### config.mk
export PLATFORM = sky130hd
export DESIGN_NAME = flash_cmd_ctrl
export DESIGN_NICKNAME = d
export VERILOG_FILES = /design/src/rtl/flash_cmd_pkg.sv /design/src/rtl/flash_cmd_wsm_stub.sv /design/src/rtl/flash_cmd_fsm.sv /design/src/rtl/flash_cmd_outsel.sv /design/src/rtl/flash_cmd_ctrl.sv
export SDC_FILE = /design/constraint.sdc
export NUM_CORES = 1
export LEC_CHECK = 0
export ABC_AREA = 1
export BUFFER_PORTS_ARGS = -buffer_cell sky130_fd_sc_hd__clkbuf_2
export CORE_MARGIN = 5
export CORE_UTILIZATION = 35
export DETAILED_ROUTE_END_ITERATION = 10
export GPL_ROUTABILITY_DRIVEN = 0
export SLEW_MARGIN = 5
export SYNTH_ARGS = -nofsm -noshare
export SYNTH_HDL_FRONTEND = slang
export SYNTH_HIERARCHICAL = 1
export SYNTH_SLANG_ARGS = --single-unit
export TNS_END_PERCENT = 1
### constraint.sdc
create_clock -name clk -period 7.14 [get_ports clk]
set_input_delay 0.714 -clock clk [delete_from_list [all_inputs] [get_ports clk]]
set_output_delay 0.714 -clock clk [all_outputs]
set_load 0.005 [all_outputs]
### src/rtl/flash_cmd_pkg.sv
package flash_cmd_pkg;

  typedef enum logic [1:0] {
    SEL_ARRAY  = 2'd0,
    SEL_STATUS = 2'd1,
    SEL_IDENT  = 2'd2
  } rd_sel_e;

  typedef enum logic [3:0] {
    ST_READY, ST_PGM_SETUP, ST_OTP_SETUP, ST_ERS_SETUP, ST_LOCK_SETUP,
    ST_BLANK_SETUP, ST_BUF_LOAD1, ST_BUF_LOAD2, ST_BUF_CONF, ST_EBUF_SETUP,
    ST_EBUF_DATA, ST_BUSY, ST_SUSP, ST_ILL, ST_SUSP_ILL
  } cui_state_e;

  typedef enum logic [3:0] {
    CMD_RD_ARRAY, CMD_RD_STATUS, CMD_RD_IDENT, CMD_CLEAR, CMD_PGM, CMD_OTP,
    CMD_ERASE, CMD_BUF, CMD_EBUF, CMD_LOCK_SET, CMD_BLANK, CMD_CONFIRM,
    CMD_SUSPEND, CMD_LOCK_CONF, CMD_BAD
  } cmd_e;

  typedef enum logic [2:0] {
    OP_PGM   = 3'd0,
    OP_ERASE = 3'd1,
    OP_OTP   = 3'd2,
    OP_BUF   = 3'd3,
    OP_EBUF  = 3'd4,
    OP_LOCK  = 3'd5,
    OP_BLANK = 3'd6
  } op_kind_e;

  localparam int SB_READY     = 7;
  localparam int SB_ERS_SUSP  = 6;
  localparam int SB_ERS_ERR   = 5;
  localparam int SB_PGM_ERR   = 4;
  localparam int SB_PGM_SUSP  = 2;
  localparam int SB_EBUF_BUSY = 0;

  function automatic cmd_e classify(input logic [7:0] b);
    case (b)
      8'hFF:        return CMD_RD_ARRAY;
      8'h70:        return CMD_RD_STATUS;
      8'h90, 8'h98: return CMD_RD_IDENT;
      8'h50:        return CMD_CLEAR;
      8'h40:        return CMD_PGM;
      8'hC0:        return CMD_OTP;
      8'h20:        return CMD_ERASE;
      8'hE8:        return CMD_BUF;
      8'h80:        return CMD_EBUF;
      8'h60:        return CMD_LOCK_SET;
      8'hBC:        return CMD_BLANK;
      8'hD0:        return CMD_CONFIRM;
      8'hB0:        return CMD_SUSPEND;
      8'h01, 8'h2F, 8'h03, 8'h04: return CMD_LOCK_CONF;
      default:      return CMD_BAD;
    endcase
  endfunction

  function automatic logic is_read_cmd(input cmd_e c);
    return (c == CMD_RD_ARRAY) || (c == CMD_RD_STATUS) || (c == CMD_RD_IDENT);
  endfunction

  function automatic rd_sel_e read_target(input cmd_e c);
    case (c)
      CMD_RD_ARRAY: return SEL_ARRAY;
      CMD_RD_IDENT: return SEL_IDENT;
      default:      return SEL_STATUS;
    endcase
  endfunction

  function automatic logic is_setup_in_susp(input cmd_e c);
    return (c == CMD_PGM) || (c == CMD_OTP) || (c == CMD_ERASE) || (c == CMD_BUF) ||
           (c == CMD_EBUF) || (c == CMD_LOCK_SET) || (c == CMD_BLANK) || (c == CMD_BAD);
  endfunction

  function automatic logic [7:0] pack_status(
    input logic ready, input logic ers_susp, input logic ers_err,
    input logic pgm_err, input logic pgm_susp, input logic ebuf_busy);
    logic [7:0] s;
    s = 8'h00;
    s[SB_READY]     = ready;
    s[SB_ERS_SUSP]  = ers_susp;
    s[SB_ERS_ERR]   = ers_err;
    s[SB_PGM_ERR]   = pgm_err;
    s[SB_PGM_SUSP]  = pgm_susp;
    s[SB_EBUF_BUSY] = ebuf_busy;
    return s;
  endfunction

endpackage

### src/rtl/flash_cmd_wsm_stub.sv
module flash_cmd_wsm_stub #(
  parameter int BUSY_CYC = 64
) (
  input  logic clk,
  input  logic rst_n,
  input  logic load,
  input  logic pause,
  output logic active,
  output logic done
);
  localparam int CW = $clog2(BUSY_CYC + 1);
  localparam logic [CW-1:0] LOAD_VAL = CW'(BUSY_CYC);

  logic [CW-1:0] cnt;

  assign active = (cnt != '0) && !pause;
  assign done   = (cnt == CW'(1)) && !pause;

  always_ff @(posedge clk or negedge rst_n) begin
    if (!rst_n)               cnt <= '0;
    else if (load)            cnt <= LOAD_VAL;
    else if (cnt != '0 && !pause) cnt <= cnt - CW'(1);
  end
endmodule

### src/rtl/flash_cmd_fsm.sv
module flash_cmd_fsm
  import flash_cmd_pkg::*;
#(
  parameter int BLK_W = 10
) (
  input  logic             clk,
  input  logic             rst_n,
  input  logic             wr_en,
  input  logic [7:0]       wr_data,
  input  logic [BLK_W-1:0] wr_blk,
  input  logic             wsm_active,
  input  logic             wsm_done,
  output cui_state_e       state,
  output op_kind_e         cur_kind,
  output logic             ev_start,
  output op_kind_e         ev_kind,
  output logic             ev_suspend,
  output logic             ev_resume,
  output logic             ev_clear,
  output logic             ev_seq_err,
  output logic             ev_blk_mismatch,
  output logic             sel_load,
  output rd_sel_e          sel_value,
  output logic             ill_swallow,
  output logic             paused
);
  cui_state_e       nxt;
  cmd_e             cmd;
  logic             blk_cap;
  logic [BLK_W-1:0] blk_q;

  assign paused = (state == ST_SUSP) || (state == ST_SUSP_ILL);

  always_comb begin
    cmd             = classify(wr_data);
    nxt             = state;
    ev_start        = 1'b0;
    ev_kind         = cur_kind;
    ev_suspend      = 1'b0;
    ev_resume       = 1'b0;
    ev_clear        = 1'b0;
    ev_seq_err      = 1'b0;
    ev_blk_mismatch = 1'b0;
    sel_load        = 1'b0;
    sel_value       = SEL_STATUS;
    ill_swallow     = 1'b0;
    blk_cap         = 1'b0;

    case (state)
      ST_READY: if (wr_en) begin
        if (is_read_cmd(cmd)) begin
          sel_load  = 1'b1;
          sel_value = read_target(cmd);
        end
        case (cmd)
          CMD_CLEAR:    ev_clear = 1'b1;
          CMD_PGM:      nxt = ST_PGM_SETUP;
          CMD_OTP:      nxt = ST_OTP_SETUP;
          CMD_ERASE:    nxt = ST_ERS_SETUP;
          CMD_BUF:      nxt = ST_BUF_LOAD1;
          CMD_EBUF:     nxt = ST_EBUF_SETUP;
          CMD_LOCK_SET: nxt = ST_LOCK_SETUP;
          CMD_BLANK:    nxt = ST_BLANK_SETUP;
          CMD_BAD:      nxt = ST_ILL;
          default:      nxt = ST_READY;
        endcase
        if (nxt != ST_READY && nxt != ST_ILL) sel_load = 1'b1;
      end

      ST_PGM_SETUP: if (wr_en) begin
        ev_start = 1'b1; ev_kind = OP_PGM; nxt = ST_BUSY;
      end

      ST_OTP_SETUP: if (wr_en) begin
        ev_start = 1'b1; ev_kind = OP_OTP; nxt = ST_BUSY;
      end

      ST_ERS_SETUP: if (wr_en) begin
        if (cmd == CMD_CONFIRM) begin
          ev_start = 1'b1; ev_kind = OP_ERASE; nxt = ST_BUSY;
        end else begin
          ev_seq_err = 1'b1; nxt = ST_READY;
        end
      end

      ST_LOCK_SETUP: if (wr_en) begin
        if (cmd == CMD_LOCK_CONF || cmd == CMD_CONFIRM) begin
          ev_start = 1'b1; ev_kind = OP_LOCK;
        end else begin
          ev_seq_err = 1'b1;
        end
        nxt = ST_READY;
      end

      ST_BLANK_SETUP: if (wr_en) begin
        if (cmd == CMD_CONFIRM) begin
          ev_start = 1'b1; ev_kind = OP_BLANK;
        end else begin
          ev_seq_err = 1'b1;
        end
        nxt = ST_READY;
      end

      ST_BUF_LOAD1: if (wr_en) begin
        blk_cap = 1'b1; nxt = ST_BUF_LOAD2;
      end

      ST_BUF_LOAD2: if (wr_en) begin
        if (wr_blk != blk_q) begin
          ev_blk_mismatch = 1'b1; nxt = ST_READY;
        end else begin
          nxt = ST_BUF_CONF;
        end
      end

      ST_BUF_CONF: if (wr_en) begin
        if (cmd == CMD_CONFIRM) begin
          ev_start = 1'b1; ev_kind = OP_BUF; nxt = ST_BUSY;
        end else begin
          ev_seq_err = 1'b1; nxt = ST_READY;
        end
      end

      ST_EBUF_SETUP: if (wr_en) begin
        if (cmd == CMD_CONFIRM) begin
          blk_cap = 1'b1; nxt = ST_EBUF_DATA;
        end else begin
          ev_seq_err = 1'b1; nxt = ST_READY;
        end
      end

      ST_EBUF_DATA: if (wr_en && !wsm_active) begin
        if (wr_blk == blk_q) begin
          ev_start = 1'b1; ev_kind = OP_EBUF;
        end else begin
          nxt = ST_READY;
        end
      end

      ST_BUSY: begin
        if (wr_en && is_read_cmd(cmd)) begin
          sel_load  = 1'b1;
          sel_value = read_target(cmd);
        end
        if (wsm_done) begin
          nxt = ST_READY;
        end else if (wr_en && cmd == CMD_SUSPEND &&
                     (cur_kind == OP_PGM || cur_kind == OP_ERASE)) begin
          ev_suspend = 1'b1;
          sel_load   = 1'b1;
          sel_value  = SEL_STATUS;
          nxt        = ST_SUSP;
        end
      end

      ST_SUSP: if (wr_en) begin
        if (is_read_cmd(cmd)) begin
          sel_load  = 1'b1;
          sel_value = read_target(cmd);
        end else if (cmd == CMD_CONFIRM) begin
          ev_resume = 1'b1;
          sel_load  = 1'b1;
          sel_value = SEL_STATUS;
          nxt       = ST_BUSY;
        end else if (is_setup_in_susp(cmd)) begin
          nxt = ST_SUSP_ILL;
        end
      end

      ST_SUSP_ILL: if (wr_en) begin
        ill_swallow = 1'b1; nxt = ST_SUSP;
      end

      ST_ILL: if (wr_en) begin
        ill_swallow = 1'b1; nxt = ST_READY;
      end

      default: nxt = ST_READY;
    endcase
  end

  always_ff @(posedge clk or negedge rst_n) begin
    if (!rst_n) begin
      state    <= ST_READY;
      cur_kind <= OP_PGM;
      blk_q    <= '0;
    end else begin
      state <= nxt;
      if (ev_start) cur_kind <= ev_kind;
      if (blk_cap)  blk_q    <= wr_blk;
    end
  end
endmodule

### src/rtl/flash_cmd_outsel.sv
module flash_cmd_outsel
  import flash_cmd_pkg::*;
(
  input  logic       clk,
  input  logic       rst_n,
  input  logic       sel_load,
  input  rd_sel_e    sel_value,
  input  logic       ev_clear,
  input  logic       ev_seq_err,
  input  logic       ev_blk_mismatch,
  input  logic       ev_start,
  input  op_kind_e   ev_kind,
  input  logic       ev_suspend,
  input  logic       ev_resume,
  input  logic       wsm_active,
  input  logic       ebuf_phase,
  input  logic       susp_erase,
  input  logic       susp_pgm,
  output logic [1:0] rd_sel,
  output logic [7:0] status,
  output logic       op_start,
  output logic [2:0] op_kind,
  output logic       op_suspend,
  output logic       op_resume
);
  rd_sel_e sel_q;
  logic    err_ers, err_pgm;

  assign rd_sel = sel_q;
  assign status = pack_status(!wsm_active, susp_erase, err_ers, err_pgm,
                              susp_pgm, ebuf_phase && wsm_active);

  always_ff @(posedge clk or negedge rst_n) begin
    if (!rst_n) begin
      sel_q      <= SEL_ARRAY;
      err_ers    <= 1'b0;
      err_pgm    <= 1'b0;
      op_start   <= 1'b0;
      op_kind    <= 3'd0;
      op_suspend <= 1'b0;
      op_resume  <= 1'b0;
    end else begin
      if (sel_load) sel_q <= sel_value;
      if (ev_clear) begin
        err_ers <= 1'b0;
        err_pgm <= 1'b0;
      end else begin
        if (ev_seq_err)                   err_ers <= 1'b1;
        if (ev_seq_err || ev_blk_mismatch) err_pgm <= 1'b1;
      end
      op_start   <= ev_start;
      if (ev_start) op_kind <= ev_kind;
      op_suspend <= ev_suspend;
      op_resume  <= ev_resume;
    end
  end
endmodule

### src/rtl/flash_cmd_ctrl.sv
module flash_cmd_ctrl
  import flash_cmd_pkg::*;
#(
  parameter int BLK_W    = 10,
  parameter int BUSY_CYC = 64
) (
  input  logic             clk,
  input  logic             rst_n,
  input  logic             wr_en,
  input  logic [7:0]       wr_data,
  input  logic [BLK_W-1:0] wr_blk,
  output logic [1:0]       rd_sel,
  output logic [7:0]       status,
  output logic             op_start,
  output logic [2:0]       op_kind,
  output logic             op_suspend,
  output logic             op_resume
);
  cui_state_e state;
  op_kind_e   cur_kind, ev_kind;
  rd_sel_e    sel_value;
  logic ev_start, ev_suspend, ev_resume, ev_clear, ev_seq_err, ev_blk_mismatch;
  logic sel_load, ill_swallow, paused;
  logic wsm_active, wsm_done;
  logic susp_erase, susp_pgm, ebuf_phase;

  assign susp_erase = paused && (cur_kind == OP_ERASE);
  assign susp_pgm   = paused && (cur_kind == OP_PGM);
  assign ebuf_phase = (state == ST_EBUF_DATA);

  flash_cmd_wsm_stub #(.BUSY_CYC(BUSY_CYC)) u_wsm (
    .clk(clk), .rst_n(rst_n), .load(ev_start && ev_kind != OP_LOCK && ev_kind != OP_BLANK),
    .pause(paused), .active(wsm_active), .done(wsm_done)
  );

  flash_cmd_fsm #(.BLK_W(BLK_W)) u_fsm (
    .clk(clk), .rst_n(rst_n), .wr_en(wr_en), .wr_data(wr_data), .wr_blk(wr_blk),
    .wsm_active(wsm_active), .wsm_done(wsm_done), .state(state), .cur_kind(cur_kind),
    .ev_start(ev_start), .ev_kind(ev_kind), .ev_suspend(ev_suspend),
    .ev_resume(ev_resume), .ev_clear(ev_clear), .ev_seq_err(ev_seq_err),
    .ev_blk_mismatch(ev_blk_mismatch), .sel_load(sel_load), .sel_value(sel_value),
    .ill_swallow(ill_swallow), .paused(paused)
  );

  flash_cmd_outsel u_out (
    .clk(clk), .rst_n(rst_n), .sel_load(sel_load), .sel_value(sel_value),
    .ev_clear(ev_clear), .ev_seq_err(ev_seq_err), .ev_blk_mismatch(ev_blk_mismatch),
    .ev_start(ev_start), .ev_kind(ev_kind), .ev_suspend(ev_suspend),
    .ev_resume(ev_resume), .wsm_active(wsm_active), .ebuf_phase(ebuf_phase),
    .susp_erase(susp_erase), .susp_pgm(susp_pgm), .rd_sel(rd_sel), .status(status),
    .op_start(op_start), .op_kind(op_kind), .op_suspend(op_suspend), .op_resume(op_resume)
  );
endmodule

* After elaboration in Yosys (flattened, before gate mapping)
Index checks and enable logic that the tools add are counted.
Word-level totals: input bits 21, output and inout port bits 16, flip-flop bits (word level) 31, word-level logic and storage cells 207
Operators by class: reductions and logical operators 44, mux-type cells 85, equal/unequal tests 67, $add $sub $neg 1
Operator list (number):
- 2-to-1 mux 4 bit | 21
- == test 8 bit, second input constant | 9
- == test 4 bit, second input constant | 14
- one-hot mux 4 bit (14 select lines) | 1
- one-hot mux 4 bit (11 select lines) | 1
- 2-to-1 mux 3 bit | 12
- one-hot mux 4 bit (9 select lines) | 1
- 2-to-1 mux 1 bit | 35
- == test 4 x 3 -> 1 bit, second input constant | 8
- == test 8 x 7 -> 1 bit, second input constant | 4
- one-hot mux 3 bit (7 select lines) | 1
- != test 2 bit, second input constant | 9
- == test 4 x 2 -> 1 bit, second input constant | 4
- == test 8 x 6 -> 1 bit, second input constant | 2
- 2-to-1 mux 7 bit | 2
- AND reduction 14 bit | 1
- logical OR 1 bit | 13
- logical AND 1 bit | 12
- == test 10 bit | 1
- 2-to-1 mux 2 bit | 5
- != test 10 bit | 1
- != test 3 bit, second input constant | 3
- == test 4 x 1 -> 1 bit, second input constant | 2
- == test 8 x 1 -> 1 bit, second input constant | 1
- other kinds (21) | 34

* Longest topological paths before layout
depth after elaboration 16, depth in mapped cells 20, gate-level depth less buffers 20

* Cells and area by module
The synthesis kept the hierarchy.
By module, submodules not included:
- flash_cmd_fsm | area an instance 2070.7 µm², cells each 359, instances 1, sequential area each 425.4 µm²
- flash_cmd_wsm_stub | area an instance 478.0 µm², cells each 63, instances 1, sequential area each 175.2 µm²
- flash_cmd_outsel | area an instance 392.9 µm², cells each 40, instances 1, sequential area each 250.2 µm²
- flash_cmd_ctrl | area an instance 85.1 µm², cells each 15, instances 1, sequential area each 0.0 µm²

* Worst setup path before layout
OpenSTA, ideal clock, no wires.
kind input port to flip-flop, start input port wr_data[0], end register u_wsm.cnt[1], path slack 4389 ps, stages on the path 15, buffers on the path 0, arrival time 2686 ps, cells stage by stage nor2_2 > nand2_4 > nor2_4 > inv_1 > nor2_2 > o21ai_0 > a221oi_1 > nor2_1 > nand3_1 > nand2_1 > nor2_2 > inv_1 > o21ai_1 > nand2_1 > nand2_1
Between the ends: word-level cells in the longest chain between the ends 12
Ends and longest elaborated chain:
- start, declared | line flash_cmd_ctrl.sv:10 | input logic [7:0] wr_data,
- == test 8 x 1 -> 1 bit (tied with other cells) | line flash_cmd_pkg.sv:39 | case (b)
- OR reduction 4 bit or OR reduction 2 bit (tied branches) | line flash_cmd_pkg.sv:39
- one-hot mux 4 bit (14 select lines) * | line flash_cmd_pkg.sv:39
- == test 4 bit (on tied branches) | line flash_cmd_fsm.sv:87, flash_cmd_fsm.sv:79, flash_cmd_fsm.sv:96
- logical OR 1 bit | line flash_cmd_fsm.sv:87 | if (cmd == CMD_LOCK_CONF || cmd == CMD_CONFIRM) begin
- 2-to-1 mux 3 bit | line flash_cmd_fsm.sv:87
- 2-to-1 mux 3 bit | line flash_cmd_fsm.sv:86 | ST_LOCK_SETUP: if (wr_en) begin
- one-hot mux 3 bit (7 select lines) * | line flash_cmd_fsm.sv:49 | case (state)
- via ev_kind[2] | line flash_cmd_ctrl.sv:20 | op_kind_e cur_kind, ev_kind;
- != test 3 bit | line flash_cmd_ctrl.sv:32 | .clk(clk), .rst_n(rst_n), .load(ev_start && ev_kind != OP_LOCK && ev_kind != OP_BLANK),
- logical AND 1 bit | line flash_cmd_ctrl.sv:32
- logical AND 1 bit * | line flash_cmd_ctrl.sv:32
- 2-to-1 mux 7 bit or nonzero test 2 bit (tied branches)
- end signal, assigned | line flash_cmd_wsm_stub.sv:22 | else if (cnt != '0 && !pause) cnt <= cnt - CW'(1);
- end, declared | line flash_cmd_wsm_stub.sv:14 | logic [CW-1:0] cnt;
The timed path passes the listed nets; every way through them passes the cells marked *. A chain may end at the register's enable or synchronous reset.

* Final worst setup path
start register u_fsm.state[2], end register u_wsm.cnt[1]
Between the ends: word-level cells in the longest chain between the ends 12
Ends and longest elaborated chain:
- start, declared | line flash_cmd_fsm.sv:13 | output cui_state_e state,
- start signal, assigned | line flash_cmd_fsm.sv:188 | state <= nxt;
- == test 4 bit | line flash_cmd_fsm.sv:32 | assign paused = (state == ST_SUSP) || (state == ST_SUSP_ILL);
- logical OR 1 bit * | line flash_cmd_fsm.sv:32
- via paused | line flash_cmd_ctrl.sv:23 | logic sel_load, ill_swallow, paused;
- logical NOT 1 bit * | line flash_cmd_wsm_stub.sv:16 | assign active = (cnt != '0) && !pause;
- logical AND 1 bit * | line flash_cmd_wsm_stub.sv:16
- via wsm_active | line flash_cmd_ctrl.sv:24 | logic wsm_active, wsm_done;
- logical NOT 1 bit * | line flash_cmd_fsm.sv:132 | ST_EBUF_DATA: if (wr_en && !wsm_active) begin
- logical AND 1 bit * | line flash_cmd_fsm.sv:132
- 2-to-1 mux 3 bit * | line flash_cmd_fsm.sv:132
- one-hot mux 3 bit (7 select lines) * | line flash_cmd_fsm.sv:49
- via ev_kind[0] | line flash_cmd_ctrl.sv:20
- != test 3 bit | line flash_cmd_ctrl.sv:32
- logical AND 1 bit | line flash_cmd_ctrl.sv:32
- logical AND 1 bit * | line flash_cmd_ctrl.sv:32
- 2-to-1 mux 7 bit or nonzero test 2 bit (tied branches)
Marks and branches as above.

==> results.txt <==
status: completed
CTS Buf Count: 5
sequential cell fraction of total power: 33.9%
overall die area: 10590 um2
number of antenna cells inserted: 0
via density per instance: 4.906
setup clock skew after layout: 0.005902 ns
share of layout cells above drive strength 1: 19.61%
switching power: 496.3 uW
NumNets Final: 533
CTS max path bufs: 2
total of fill cells in the finished design: 894
clock root buffer: sky130_fd_sc_hd__clkbuf_8
clock latency of the later-clocked register in the worst-skew pair: 0.28 ns
maximum resistive drop on vdd: 115.8 uV
setup violation total in the final timing report: 0
standard cell area after detailed placement: 3268 um2
post-CTS setup repair buffer count: 0
initial drt markers: 225
residual antenna-violating net count after detailed routing: 0
unrepaired setup endpoints after global routing: false
Reg clk slew, reported paths: 0.07 ns
crit path time final: 3.037 ns
Crit. End Element: flop
P&R area growth vs syn: 11.35%
total negative slack: 0 ns
Internal Pwr Total: 550.7 uW
Vias: 3017
clock tree from TritonCTS: done
DRC errors left: 0
row cnt: 33
switching share of total power: 47.40%
via count of the first global-routing pass: 2785
Pre-Repair DR Iteration Count: 5
post-synthesis area per instance: 6.345 um2
die extent in x: 102.9 um
maximum fanout count along the critical path: 9
Critical Path Max Stage Delay: 0.53 ns
I/O pins: 37
Avg WL per Cell: 11.97 um
leading cell types in the layout, fill and taps excluded: sky130_fd_sc_hd__nand2_1, sky130_fd_sc_hd__nor2_1, sky130_fd_sc_hd__inv_1
leading cell type in the layout, fill and taps excluded: sky130_fd_sc_hd__nand2_1
Synthesis Warnings: 6
static leakage: 1.735 nW
Tot GR Track Use: 14.63%
cell with the largest stage delay on the worst path: sky130_fd_sc_hd__nor2_1
ratio of final minimum period to clock period: 42.53%
Critical Path Source Type: flop
met3 WL: 477 um
Hold Buf Count CTS: 0
global-route wire length before repair: 12650 um
top achievable clock speed: 329.3 MHz
netlist area before placement: 3020 um2
list of cells traversed by the critical path: nand2_1 > nor2_1 > nor2_4 > nor2_1 > inv_1 > o21ai_0 > o21ai_0 > nor2_1 > nand4_1 > nand3_1 > nand2_1 > nor2_2 > inv_1 > o21ai_1 > nand2_1 > nand2_1
initial core utilization: 36.39%
combinational power share: 52.2%
maximum number of pins on one net before global-route repair: 35
max-capacitance violation count: 0
die boundary height: 102.9 um
count of mapped cells out of synthesis: 476
count of pins over their slew limit: 0
Slew headroom: 44.94%
final wirelength: 7360 um
TritonCTS sink count: 34
count of buffers inserted at the top-level ports: 34
Worst Tran Pin Value: 0.8259 ns
worst setup path class: reg2reg
number of levels the H-tree was split into: 2
path class of the lowest-slack min-delay path: reg2reg
standard cell core area: 8299 um2
Remaining Overflow, GRT: 0
summed area of non-filler cells in the final layout: 3363 um2
top routing layer in use: met4
antenna violations before repair: 0
total power divided by cell area: 311.3 nW/um2
Hold Violations, Final: 0
clock share of power: 13.9%
library cell appearing most often on the critical path: sky130_fd_sc_hd__nand2_1
number of instances resized during post-cts repair: 0
required time worst endpoint: 7.36 ns
sum of routed wire segments on met1: 3600 um
data arrival time of the critical path: 3.26 ns
post-DP HPWL: 6002 um
routed length on met2: 3201 um
final timing paths:
kind	from	to	slack, ns	cells after the start
setup / recovery	u_fsm/state[2]	u_wsm/cnt[1]	4.10	16
hold / removal	u_fsm/blk_q[4]	u_fsm/blk_q[4]	0.50	2
setup reg to reg	u_fsm/state[2]	u_wsm/cnt[1]	4.10	16
hold reg to reg	u_fsm/blk_q[4]	u_fsm/blk_q[4]	0.50	2
max in group asynchronous	rst_n	u_fsm/blk_q[4]	6.10	1
min in group asynchronous	rst_n	u_fsm/blk_q[2]	0.52	1
through the flow:
step | instances | util (%) | total power [mW] | hold WS (ns) | setup slack [ns]
2_1_floorplan | 477 | - | 0.7625 | 0.4184 | 4.389
6_report | 615 | 40.52 | 1.047 | 0.5036 | 4.103
4_1_cts | 615 | 40.52 | 1.056 | 0.5133 | 4.081
5_1_grt | 615 | 40.52 | 1.158 | 0.5408 | 3.655
3_3_place_gp | 607 | 39.38 | 0.8953 | 0.4847 | 3.941
3_5_place_dp | 607 | 39.38 | 0.9052 | 0.4954 | 3.868
power by group through the flow:
stage          registers [mW]  logic (mW)  clock network [mW]
2_1_floorplan           0.336       0.427                   0
3_3_place_gp            0.354       0.541                   0
3_5_place_dp            0.358       0.547                   0
4_1_cts                 0.356       0.548               0.153
5_1_grt                 0.366       0.631               0.161
6_report                0.355       0.547               0.145
layer usage:
metal,GRT usage (%),up-vias
li1,-,1558
met1,20.99,1354
met2,23.14,97
met3,2.233,8
met4,3.486,0
met5,0,-
critical path: cells and delay by family (launching register included):
family | cells | cell delay [ns]
buffers and inverters | 2 | 0.26
AOI/OAI and AO/OA | 3 | 0.37
DFF | 1 | 0.49
and+or+nand+nor | 11 | 1.86
sequential cells by signal, summed over array words and instances (netlist names):
name / flops
u_out/err_ers: 1
u_out/op_kind: 3
u_fsm/cur_kind: 3
u_out/err_pgm: 1
u_fsm/blk_q: 10
u_out/op_resume: 1
u_out/op_start: 1
u_out/op_suspend: 1
u_fsm/state: 4
u_out/rd_sel: 2
u_wsm/cnt: 7
layout make-up:
cell class,count,area (um2),share of cell area [%]
clock buffer,6,82.58,2.455
clock inverter,2,12.51,0.3720
inverter,86,322.8,9.598
multi-input combinational,348,1793,53.31
sequential,34,850.8,25.30
tap,105,131.4,3.906
timing repair buffer,34,170.2,5.060
Power figures use the tool's default switching activity.
